**src/rtl/twi_cfg_pkg.sv**
```systemverilog
package twi_cfg_pkg;
  typedef enum logic [1:0] {
    PH_OFF       = 2'd0,
    PH_ENABLING  = 2'd1,
    PH_ON        = 2'd2,
    PH_DISABLING = 2'd3
  } en_phase_e;

  localparam int unsigned REG_CTRL = 0;
  localparam int unsigned REG_ADDR = 1;
  localparam int unsigned REG_BAUD = 2;
  localparam int unsigned REG_DBG  = 3;
  localparam int unsigned REG_STAT = 4;

  localparam int unsigned CTRL_SWRST_BIT = 0;
  localparam int unsigned CTRL_EN_BIT    = 1;
  localparam int unsigned ADDR_MASK_LSB  = 16;

  localparam logic [2:0] MODE_MASTER = 3'd4;
  localparam logic [2:0] MODE_SLAVE  = 3'd5;
endpackage

```
**src/rtl/twi_cfg_enseq.sv**
```systemverilog
module twi_cfg_enseq
  import twi_cfg_pkg::*;
(
  input  logic      clk_i,
  input  logic      rst_ni,
  input  logic      ctrl_wr_i,
  input  logic      swrst_req_i,
  input  logic      en_req_i,
  input  logic      en_ack_i,
  input  logic      dis_ack_i,
  output en_phase_e phase_o,
  output logic      swrst_o,
  output logic      en_o,
  output logic      busy_o
);
  en_phase_e phase_q;
  logic      swrst_q;
  logic      rst_go;

  assign rst_go = ctrl_wr_i && swrst_req_i && !swrst_q;

  always_ff @(posedge clk_i or negedge rst_ni) begin
    if (!rst_ni) begin
      phase_q <= PH_OFF;
      swrst_q <= 1'b0;
    end else if (swrst_q) begin
      phase_q <= PH_OFF;
      swrst_q <= 1'b0;
    end else if (rst_go) begin
      swrst_q <= 1'b1;  // reset wins over enable bit in the same write
    end else begin
      unique case (phase_q)
        PH_OFF:       if (ctrl_wr_i && en_req_i)  phase_q <= PH_ENABLING;
        PH_ENABLING:  if (en_ack_i)               phase_q <= PH_ON;
        PH_ON:        if (ctrl_wr_i && !en_req_i) phase_q <= PH_DISABLING;
        PH_DISABLING: if (dis_ack_i)              phase_q <= PH_OFF;
        default:                                  phase_q <= PH_OFF;
      endcase
    end
  end

  assign phase_o = phase_q;
  assign swrst_o = swrst_q;
  assign en_o    = (phase_q == PH_ENABLING) || (phase_q == PH_ON);
  assign busy_o  = swrst_q || (phase_q == PH_ENABLING) || (phase_q == PH_DISABLING);

  assert_en_ack_R3: assert property (@(posedge clk_i) disable iff (!rst_ni)
    (phase_q == PH_ENABLING && en_ack_i && !swrst_q && !rst_go) |=> (phase_q == PH_ON));

  assert_dis_hold_R3: assert property (@(posedge clk_i) disable iff (!rst_ni)
    (phase_q == PH_DISABLING) |=> (phase_q == PH_DISABLING || phase_q == PH_OFF));

  assert_swrst_done_R8: assert property (@(posedge clk_i) disable iff (!rst_ni)
    swrst_q |=> (!swrst_q && phase_q == PH_OFF));

  assert_busy_block_R4: assert property (@(posedge clk_i) disable iff (!rst_ni)
    (phase_q == PH_ENABLING && !en_ack_i && !swrst_q && !rst_go) |=> (phase_q == PH_ENABLING));
endmodule

```
**src/rtl/twi_cfg_defer.sv**
```systemverilog
module twi_cfg_defer #(
  parameter int unsigned DATA_W = 32,
  parameter int unsigned ADDR_W = 3
) (
  input  logic              clk_i,
  input  logic              rst_ni,
  input  logic              clr_i,
  input  logic              cap_i,
  input  logic [ADDR_W-1:0] cap_addr_i,
  input  logic [DATA_W-1:0] cap_data_i,
  input  logic              commit_en_i,
  output logic              valid_o,
  output logic              commit_o,
  output logic [ADDR_W-1:0] addr_o,
  output logic [DATA_W-1:0] data_o
);
  logic              valid_q;
  logic [ADDR_W-1:0] addr_q;
  logic [DATA_W-1:0] data_q;

  always_ff @(posedge clk_i or negedge rst_ni) begin
    if (!rst_ni) begin
      valid_q <= 1'b0;
      addr_q  <= '0;
      data_q  <= '0;
    end else if (clr_i) begin
      valid_q <= 1'b0;
      addr_q  <= '0;
      data_q  <= '0;
    end else if (cap_i) begin
      valid_q <= 1'b1;  // newest write replaces the parked one
      addr_q  <= cap_addr_i;
      data_q  <= cap_data_i;
    end else if (commit_o) begin
      valid_q <= 1'b0;
    end
  end

  assign valid_o  = valid_q;
  assign commit_o = valid_q && commit_en_i;
  assign addr_o   = addr_q;
  assign data_o   = data_q;

  assert_park_hold_R6: assert property (@(posedge clk_i) disable iff (!rst_ni)
    (valid_q && !commit_en_i && !clr_i && !cap_i) |=> (valid_q && $stable(addr_q) && $stable(data_q)));

  assert_park_take_R6: assert property (@(posedge clk_i) disable iff (!rst_ni)
    (cap_i && !clr_i) |=> (valid_q && data_q == $past(cap_data_i)));
endmodule

```
**src/rtl/twi_cfg_regs.sv**
```systemverilog
module twi_cfg_regs
  import twi_cfg_pkg::*;
#(
  parameter int unsigned DATA_W  = 32,
  parameter int unsigned ADDR_W  = 3,
  parameter int unsigned MODE_W  = 3,
  parameter int unsigned INACT_W = 2,
  parameter int unsigned HOLD_W  = 2,
  parameter int unsigned AMODE_W = 2,
  parameter int unsigned SADDR_W = 10,
  parameter int unsigned BAUD_W  = 16
) (
  input  logic               clk_i,
  input  logic               rst_ni,
  input  logic               clr_i,
  input  logic               lock_i,
  input  logic               prot_wr_i,
  input  logic               unp_wr_i,
  input  logic [ADDR_W-1:0]  wr_addr_i,
  input  logic [DATA_W-1:0]  wr_data_i,
  input  logic               cmt_i,
  input  logic [ADDR_W-1:0]  cmt_addr_i,
  input  logic [DATA_W-1:0]  cmt_data_i,
  input  logic               en_bit_i,
  input  logic               swrst_bit_i,
  input  logic [ADDR_W-1:0]  rd_addr_i,
  output logic [DATA_W-1:0]  rdata_o,
  output logic [MODE_W-1:0]  mode_o,
  output logic               lowto_en_o,
  output logic [INACT_W-1:0] inact_to_o,
  output logic [HOLD_W-1:0]  hold_o,
  output logic               smart_en_o,
  output logic [AMODE_W-1:0] amode_o,
  output logic [SADDR_W-1:0] saddr_o,
  output logic [SADDR_W-1:0] smask_o,
  output logic [BAUD_W-1:0]  baud_o,
  output logic               dbg_o
);
  localparam int unsigned MODE_LSB  = 2;
  localparam int unsigned LOWTO_BIT = MODE_LSB + MODE_W;
  localparam int unsigned INACT_LSB = LOWTO_BIT + 1;
  localparam int unsigned HOLD_LSB  = INACT_LSB + INACT_W;
  localparam int unsigned SMART_BIT = HOLD_LSB + HOLD_W;
  localparam int unsigned AMODE_LSB = SMART_BIT + 1;
  localparam int unsigned CTRL_TOP  = AMODE_LSB + AMODE_W - 1;
  localparam int unsigned CF_W      = CTRL_TOP - MODE_LSB + 1;
  localparam int unsigned PROT_W    = CF_W + 2 * SADDR_W;

  localparam logic [ADDR_W-1:0] A_CTRL = ADDR_W'(REG_CTRL);
  localparam logic [ADDR_W-1:0] A_ADDR = ADDR_W'(REG_ADDR);
  localparam logic [ADDR_W-1:0] A_BAUD = ADDR_W'(REG_BAUD);
  localparam logic [ADDR_W-1:0] A_DBG  = ADDR_W'(REG_DBG);

  // protected state packed as {mask, address, ctrl fields}
  logic [PROT_W-1:0] prot_q, prot_n;
  logic [BAUD_W-1:0] baud_q;
  logic              dbg_q;

  function automatic logic [PROT_W-1:0] apply_wr(
    input logic [PROT_W-1:0] cur,
    input logic [ADDR_W-1:0] a,
    input logic [DATA_W-1:0] d
  );
    logic [PROT_W-1:0] r;
    r = cur;
    if (a == A_CTRL) r[CF_W-1:0] = d[CTRL_TOP:MODE_LSB];
    if (a == A_ADDR) begin
      r[CF_W +: SADDR_W]           = d[SADDR_W-1:0];
      r[CF_W + SADDR_W +: SADDR_W] = d[ADDR_MASK_LSB +: SADDR_W];
    end
    return r;
  endfunction

  always_comb begin
    prot_n = prot_q;
    if (cmt_i)     prot_n = apply_wr(prot_n, cmt_addr_i, cmt_data_i);
    if (prot_wr_i) prot_n = apply_wr(prot_n, wr_addr_i, wr_data_i);  // direct write wins
  end

  always_ff @(posedge clk_i or negedge rst_ni) begin
    if (!rst_ni) begin
      prot_q <= '0;
      baud_q <= '0;
    end else if (clr_i) begin
      prot_q <= '0;
      baud_q <= '0;
    end else begin
      prot_q <= prot_n;
      if (unp_wr_i && wr_addr_i == A_BAUD) baud_q <= wr_data_i[BAUD_W-1:0];
    end
  end

  // debug word survives soft reset
  always_ff @(posedge clk_i or negedge rst_ni) begin
    if (!rst_ni)                                dbg_q <= 1'b0;
    else if (unp_wr_i && wr_addr_i == A_DBG)    dbg_q <= wr_data_i[0];
  end

  assign mode_o     = prot_q[0 +: MODE_W];
  assign lowto_en_o = prot_q[LOWTO_BIT - MODE_LSB];
  assign inact_to_o = prot_q[INACT_LSB - MODE_LSB +: INACT_W];
  assign hold_o     = prot_q[HOLD_LSB - MODE_LSB +: HOLD_W];
  assign smart_en_o = prot_q[SMART_BIT - MODE_LSB];
  assign amode_o    = prot_q[AMODE_LSB - MODE_LSB +: AMODE_W];
  assign saddr_o    = prot_q[CF_W +: SADDR_W];
  assign smask_o    = prot_q[CF_W + SADDR_W +: SADDR_W];
  assign baud_o     = baud_q;
  assign dbg_o      = dbg_q;

  always_comb begin
    rdata_o = '0;
    unique case (rd_addr_i)
      A_CTRL: begin
        rdata_o[CTRL_TOP:MODE_LSB] = prot_q[CF_W-1:0];
        rdata_o[CTRL_EN_BIT]       = en_bit_i;
        rdata_o[CTRL_SWRST_BIT]    = swrst_bit_i;
      end
      A_ADDR: begin
        rdata_o[SADDR_W-1:0]               = saddr_o;
        rdata_o[ADDR_MASK_LSB +: SADDR_W]  = smask_o;
      end
      A_BAUD:  rdata_o[BAUD_W-1:0] = baud_q;
      A_DBG:   rdata_o[0]          = dbg_q;
      default: rdata_o             = '0;
    endcase
  end

  assert_locked_R5: assert property (@(posedge clk_i) disable iff (!rst_ni)
    (lock_i && !clr_i) |=> $stable(prot_q));

  assert_baud_any_R7: assert property (@(posedge clk_i) disable iff (!rst_ni)
    (unp_wr_i && wr_addr_i == A_BAUD && !clr_i) |=> (baud_q == $past(wr_data_i[BAUD_W-1:0])));

  assert_clear_R8: assert property (@(posedge clk_i) disable iff (!rst_ni)
    clr_i |=> (prot_q == '0 && baud_q == '0 && $stable(dbg_q)));
endmodule

```
**src/rtl/twi_cfg_ctrl.sv**
```systemverilog
module twi_cfg_ctrl
  import twi_cfg_pkg::*;
#(
  parameter int unsigned DATA_W  = 32,
  parameter int unsigned ADDR_W  = 3,
  parameter int unsigned MODE_W  = 3,
  parameter int unsigned INACT_W = 2,
  parameter int unsigned HOLD_W  = 2,
  parameter int unsigned AMODE_W = 2,
  parameter int unsigned SADDR_W = 10,
  parameter int unsigned BAUD_W  = 16
) (
  input  logic               clk_i,
  input  logic               rst_ni,
  input  logic               wr_i,
  input  logic [ADDR_W-1:0]  addr_i,
  input  logic [DATA_W-1:0]  wdata_i,
  output logic [DATA_W-1:0]  rdata_o,
  input  logic               eng_en_ack_i,
  input  logic               eng_dis_ack_i,
  output logic               eng_en_o,
  output logic [MODE_W-1:0]  mode_o,
  output logic               master_o,
  output logic               slave_o,
  output logic               lowto_en_o,
  output logic [INACT_W-1:0] inact_to_o,
  output logic [HOLD_W-1:0]  hold_o,
  output logic               smart_en_o,
  output logic [AMODE_W-1:0] amode_o,
  output logic [SADDR_W-1:0] saddr_o,
  output logic [SADDR_W-1:0] smask_o,
  output logic [BAUD_W-1:0]  baud_o,
  output logic               dbg_o
);
  localparam logic [ADDR_W-1:0] A_CTRL = ADDR_W'(REG_CTRL);
  localparam logic [ADDR_W-1:0] A_ADDR = ADDR_W'(REG_ADDR);
  localparam logic [ADDR_W-1:0] A_STAT = ADDR_W'(REG_STAT);

  en_phase_e         phase;
  logic              swrst_q, en_lvl, busy;
  logic              live, is_prot, ctrl_wr, rst_wr;
  logic              prot_wr, cap, commit_en, unp_wr;
  logic              pend_valid, pend_commit;
  logic [ADDR_W-1:0] pend_addr;
  logic [DATA_W-1:0] pend_data;
  logic [DATA_W-1:0] reg_rdata;

  assign live      = !swrst_q;  // all writes ignored during the reset cycle
  assign is_prot   = (addr_i == A_CTRL) || (addr_i == A_ADDR);
  assign ctrl_wr   = wr_i && live && (addr_i == A_CTRL);
  assign rst_wr    = ctrl_wr && wdata_i[CTRL_SWRST_BIT];
  assign prot_wr   = wr_i && live && is_prot && !rst_wr && (phase == PH_OFF);
  assign cap       = wr_i && live && is_prot && !rst_wr && (phase == PH_DISABLING);
  assign commit_en = live && (phase == PH_OFF);
  assign unp_wr    = wr_i && live;

  twi_cfg_enseq u_enseq (
    .clk_i      (clk_i),
    .rst_ni     (rst_ni),
    .ctrl_wr_i  (ctrl_wr),
    .swrst_req_i(wdata_i[CTRL_SWRST_BIT]),
    .en_req_i   (wdata_i[CTRL_EN_BIT]),
    .en_ack_i   (eng_en_ack_i),
    .dis_ack_i  (eng_dis_ack_i),
    .phase_o    (phase),
    .swrst_o    (swrst_q),
    .en_o       (en_lvl),
    .busy_o     (busy)
  );

  twi_cfg_defer #(.DATA_W(DATA_W), .ADDR_W(ADDR_W)) u_defer (
    .clk_i      (clk_i),
    .rst_ni     (rst_ni),
    .clr_i      (swrst_q),
    .cap_i      (cap),
    .cap_addr_i (addr_i),
    .cap_data_i (wdata_i),
    .commit_en_i(commit_en),
    .valid_o    (pend_valid),
    .commit_o   (pend_commit),
    .addr_o     (pend_addr),
    .data_o     (pend_data)
  );

  twi_cfg_regs #(
    .DATA_W(DATA_W), .ADDR_W(ADDR_W), .MODE_W(MODE_W), .INACT_W(INACT_W),
    .HOLD_W(HOLD_W), .AMODE_W(AMODE_W), .SADDR_W(SADDR_W), .BAUD_W(BAUD_W)
  ) u_regs (
    .clk_i      (clk_i),
    .rst_ni     (rst_ni),
    .clr_i      (swrst_q),
    .lock_i     (en_lvl),
    .prot_wr_i  (prot_wr),
    .unp_wr_i   (unp_wr),
    .wr_addr_i  (addr_i),
    .wr_data_i  (wdata_i),
    .cmt_i      (pend_commit),
    .cmt_addr_i (pend_addr),
    .cmt_data_i (pend_data),
    .en_bit_i   (en_lvl),
    .swrst_bit_i(swrst_q),
    .rd_addr_i  (addr_i),
    .rdata_o    (reg_rdata),
    .mode_o     (mode_o),
    .lowto_en_o (lowto_en_o),
    .inact_to_o (inact_to_o),
    .hold_o     (hold_o),
    .smart_en_o (smart_en_o),
    .amode_o    (amode_o),
    .saddr_o    (saddr_o),
    .smask_o    (smask_o),
    .baud_o     (baud_o),
    .dbg_o      (dbg_o)
  );

  always_comb begin
    if (addr_i == A_STAT) begin
      rdata_o    = '0;
      rdata_o[0] = busy;
      rdata_o[2:1] = phase;
      rdata_o[3] = pend_valid;
    end else begin
      rdata_o = reg_rdata;
    end
  end

  assign eng_en_o = en_lvl;
  assign master_o = (mode_o == MODE_W'(MODE_MASTER));
  assign slave_o  = (mode_o == MODE_W'(MODE_SLAVE));

  assert_mode_excl_R2: assert property (@(posedge clk_i) disable iff (!rst_ni)
    !(master_o && slave_o));

  assert_commit_after_ack_R6: assert property (@(posedge clk_i) disable iff (!rst_ni)
    (phase == PH_DISABLING && eng_dis_ack_i && pend_valid && live) |=> pend_valid);
endmodule

```
**config.mk**
```make
export PLATFORM = sky130hd
export DESIGN_NAME = twi_cfg_ctrl
export DESIGN_NICKNAME = d
export VERILOG_FILES = /design/src/rtl/twi_cfg_pkg.sv /design/src/rtl/twi_cfg_enseq.sv /design/src/rtl/twi_cfg_defer.sv /design/src/rtl/twi_cfg_regs.sv /design/src/rtl/twi_cfg_ctrl.sv
export SDC_FILE = /design/constraint.sdc
export NUM_CORES = 1
export LEC_CHECK = 0
export ABC_AREA = 1
export CORE_MARGIN = 2
export CORE_UTILIZATION = 40
export DETAILED_ROUTE_END_ITERATION = 8
export DONT_BUFFER_PORTS = 1
export PLACE_DENSITY = 0.56
export SLEW_MARGIN = 20
export SYNTH_ARGS = -nofsm -noshare
export SYNTH_HDL_FRONTEND = slang
export SYNTH_SLANG_ARGS = --single-unit
```
**constraint.sdc**
```tcl
create_clock -name clk_i -period 1.8 [get_ports clk_i]
set_input_delay 0.18 -clock clk_i [delete_from_list [all_inputs] [get_ports clk_i]]
set_output_delay 0.18 -clock clk_i [all_outputs]
set_load 0.03 [all_outputs]
```
==> impl_metrics.json <==
{
  "status": "finished with violations",
  "violations": "hold timing",
  "nets": 791,
  "dpl.cell_count": 852,
  "timing.rr.start": "u_enseq.swrst_o",
  "crit_type": "reg -> out",
  "vias_per_cell": 5.02,
  "netlist_top_cells_area": "dfrtp_1, nand2_1, inv_1",
  "clk_pin_slew_ps": 60,
  "synth_top_family_by_area": "simple AND/OR/NAND/NOR gates",
  "clkLatencyLatePin_ps": 340,
  "power_density_mw_per_mm2": 1550,
  "rows": 39,
  "hp-class": "in -> async",
  "synthMuxAreaShare_pct": 0,
  "gp_congestion": 0.861,
  "boundaryPins": 123,
  "cts-root-buf": "clkbuf_16",
  "synth_cell_types": 34,
  "core_sq_mm": 0.0115,
  "cp.required_ps": 1620,
  "async_reset_ff_share_pct": 100,
  "synth_compound_area_share_pct": 8.02,
  "cts_tree": "yes",
  "yosysTopAreaCell": "dfrtp_1",
  "synth_top_area_share_pct": 41.4,
  "drive_above_1_share_pct": 14.5,
  "drt_iter0_markers": 338,
  "fin_crit_sh_pct": 94.7,
  "r2r-end": "u_regs.baud_o[4]",
  "leakage_nw": 3.23,
  "clockBufferDepth": 2,
  "area.growth.synth_to_final_pct": 22.7,
  "worst_setup_path_start_kind": "register",
  "synth_most_common_cell": "nand2_1",
  "synth_simple_gate_area_share_pct": 36.5,
  "whs_ps": -469,
  "maxCapViolCount": 0,
  "syn_inst": 685,
  "rsz0062_at_grt": "no",
  "cts_sinks": 78,
  "wl_per_cell_um": 15.9,
  "total_power_w": 0.00894,
  "worst_ir_drop_vdd_v": 0.000739,
  "stdcell_count": 894,
  "seq_area_frac_synth_pct": 41.4,
  "drt.antenna.violating_nets": 0,
  "ys_top_cells_by_count": "nand2_1, inv_1, nor2_1",
  "numCtsBuffers": 9,
  "htreeDepth": 3,
  "initial_utilization_pct": 41.1,
  "setup_viol": 0,
  "ys_ff_latch": 78,
  "fmax_ghz": 0.587,
  "cp_max_fo": 14,
  "avgSynthCellArea_sq_um": 6.88,
  "dpl.hpwl_mm": 9.69,
  "reg2regPathDepth": 8,
  "synth_area_sq_mm": 0.00471,
  "ys.flop_type": "dfrtp_1",
  "endpoint_kind": "output pin",
  "wirelength_mm": 14.2,
  "drc": 0,
  "yosysWarnings": 0,
  "route.vias.total": 4488,
  "utilization_pct": 50.4,
  "grt_pass1_wl_mm": 23.1,
  "finClkSkew_ps": 5.99,
  "grt_pass1_vias": 4448,
  "hold_buffers": 25,
  "synth_edf_count": 0,
  "rrSetupSlack_ps": 110,
  "track_usage_pct": 23.0,
  "final_max_slew_viol_count": 0,
  "n_antenna_cell": 0,
  "fp.dieW_um": 113,
  "die_area_sq_mm": 0.0127,
  "arrival_ps": 1520,
  "die_h_um": 113,
  "synthAdderAreaFrac_pct": 1.33,
  "hold_viol": 78,
  "antenna_found_initial": 0,
  "grt.overflow.total": 0,
  "port-buffer-count": 0,
  "period_needed_ps": 1700,
  "firstDrtPassIters": 5,
  "grt_max_degree": 79,
  "synth_xor_xnor_area_share_pct": 0
}
## worst max-delay path: stages, from the launching register on
cell and delay [ps]:
dfrtp_2 400, clkinv_4 70, buf_6 160, o22ai_1 220, nor2_1 70, o21ai_1 90, buf_4 180
## kinds of logic (layout without fill, tap and decap cells)
family / after synthesis / count (layout)
buf+inv: 138 / 199
other cells: 1 / 6
compound gates: 60 / 60
fa+ha+maj: 5 / 5
simple gates: 403 / 403
flops: 78 / 78
## layer usage
layer	vias up	GRT usage [%]	part of all wire [%]
li1	2230	-	-
met4	0	7.32	1.6
met3	19	5.99	6.9
met5	-	0	0
met2	131	36.5	46
met1	2108	31.1	45
## cell type report
type | count | area, sq um
multi-input combinational | 474 | 2210
fill | 1126 | 5690
tap | 143 | 179
clock inverter | 3 | 42.5
clock buffer | 13 | 260
sequential | 78 | 1960
inverter | 96 | 370
timing repair buffer | 87 | 764
## flip-flops by register name, indices dropped and copies added, names as in the netlist
register and cells:
u_defer.addr_o 3, u_defer.data_o 23, u_defer.valid_o 1, u_enseq.phase_o 2, u_enseq.swrst_o 1, u_regs.baud_o 16, u_regs.dbg_o 1, u_regs.prot_q 31
## stage by stage
step	setup WS (ps)	setup TNS, ps	cell area (sq um)
2_1_floorplan	221	0	4730
3_3_place_gp	23.7	0	5170
3_5_place_dp	-51.0	-441	5170
4_1_cts	23.6	0	5750
5_1_grt	1.39	0	5780
6_report	96.1	0	5780
## cells in the final DEF, fill, tap and decap left out, drive strengths merged
cell type / netlist / routed
o2111ai: 3 / 3
nand3: 57 / 57
o22ai: 25 / 25
clkbuf: 14 / 13
nor2: 88 / 88
nor3: 4 / 4
clkinv: 1 / 2
nand4: 4 / 4
buf: 28 / 62
dfrtp: 78 / 78
inv: 95 / 95
nand2: 250 / 250
o221ai: 6 / 6
a21oi: 2 / 2
conb: 1 / 6
a31oi: 1 / 1
dlygate4sd3: 0 / 25
bufinv: 0 / 1
ha: 5 / 5
o21ai: 23 / 23
clkinvlp: 0 / 1
## where the power goes
group	leakage [nW]	switching (W)	internal, W
clock network	0.146	0.000735	0.00115
registers	1.00	0.00107	0.00239
logic	2.08	0.00223	0.00137
total	3.23	0.00403	0.00490
## repair_timing
| action | 4_1_cts | 5_1_grt |
|---|---|---|
| pin swaps | 1 | 0 |
| setup endpoints to repair | 33 | 19 |
| endpoints found under the hold margin | 122 | 78 |
| setup buffers | 1 | 0 |
| resized for setup | 6 | 10 |
## worst max-delay path by stage
stage,from,endpoint,slack (ps),depth (start not counted)
after global placement,u_enseq.phase_o[0],u_regs.prot_q[17],20,10
after detailed placement,u_enseq.phase_o[0],u_regs.prot_q[10],-50,10
after CTS,u_enseq.swrst_o,rdata_o[0],20,6
after global routing,u_enseq.swrst_o,rdata_o[0],1,6
after floorplan,u_enseq.swrst_o,rdata_o[0],220,6
final,u_enseq.swrst_o,rdata_o[0],100,6
(Power assumes the default switching activity.)
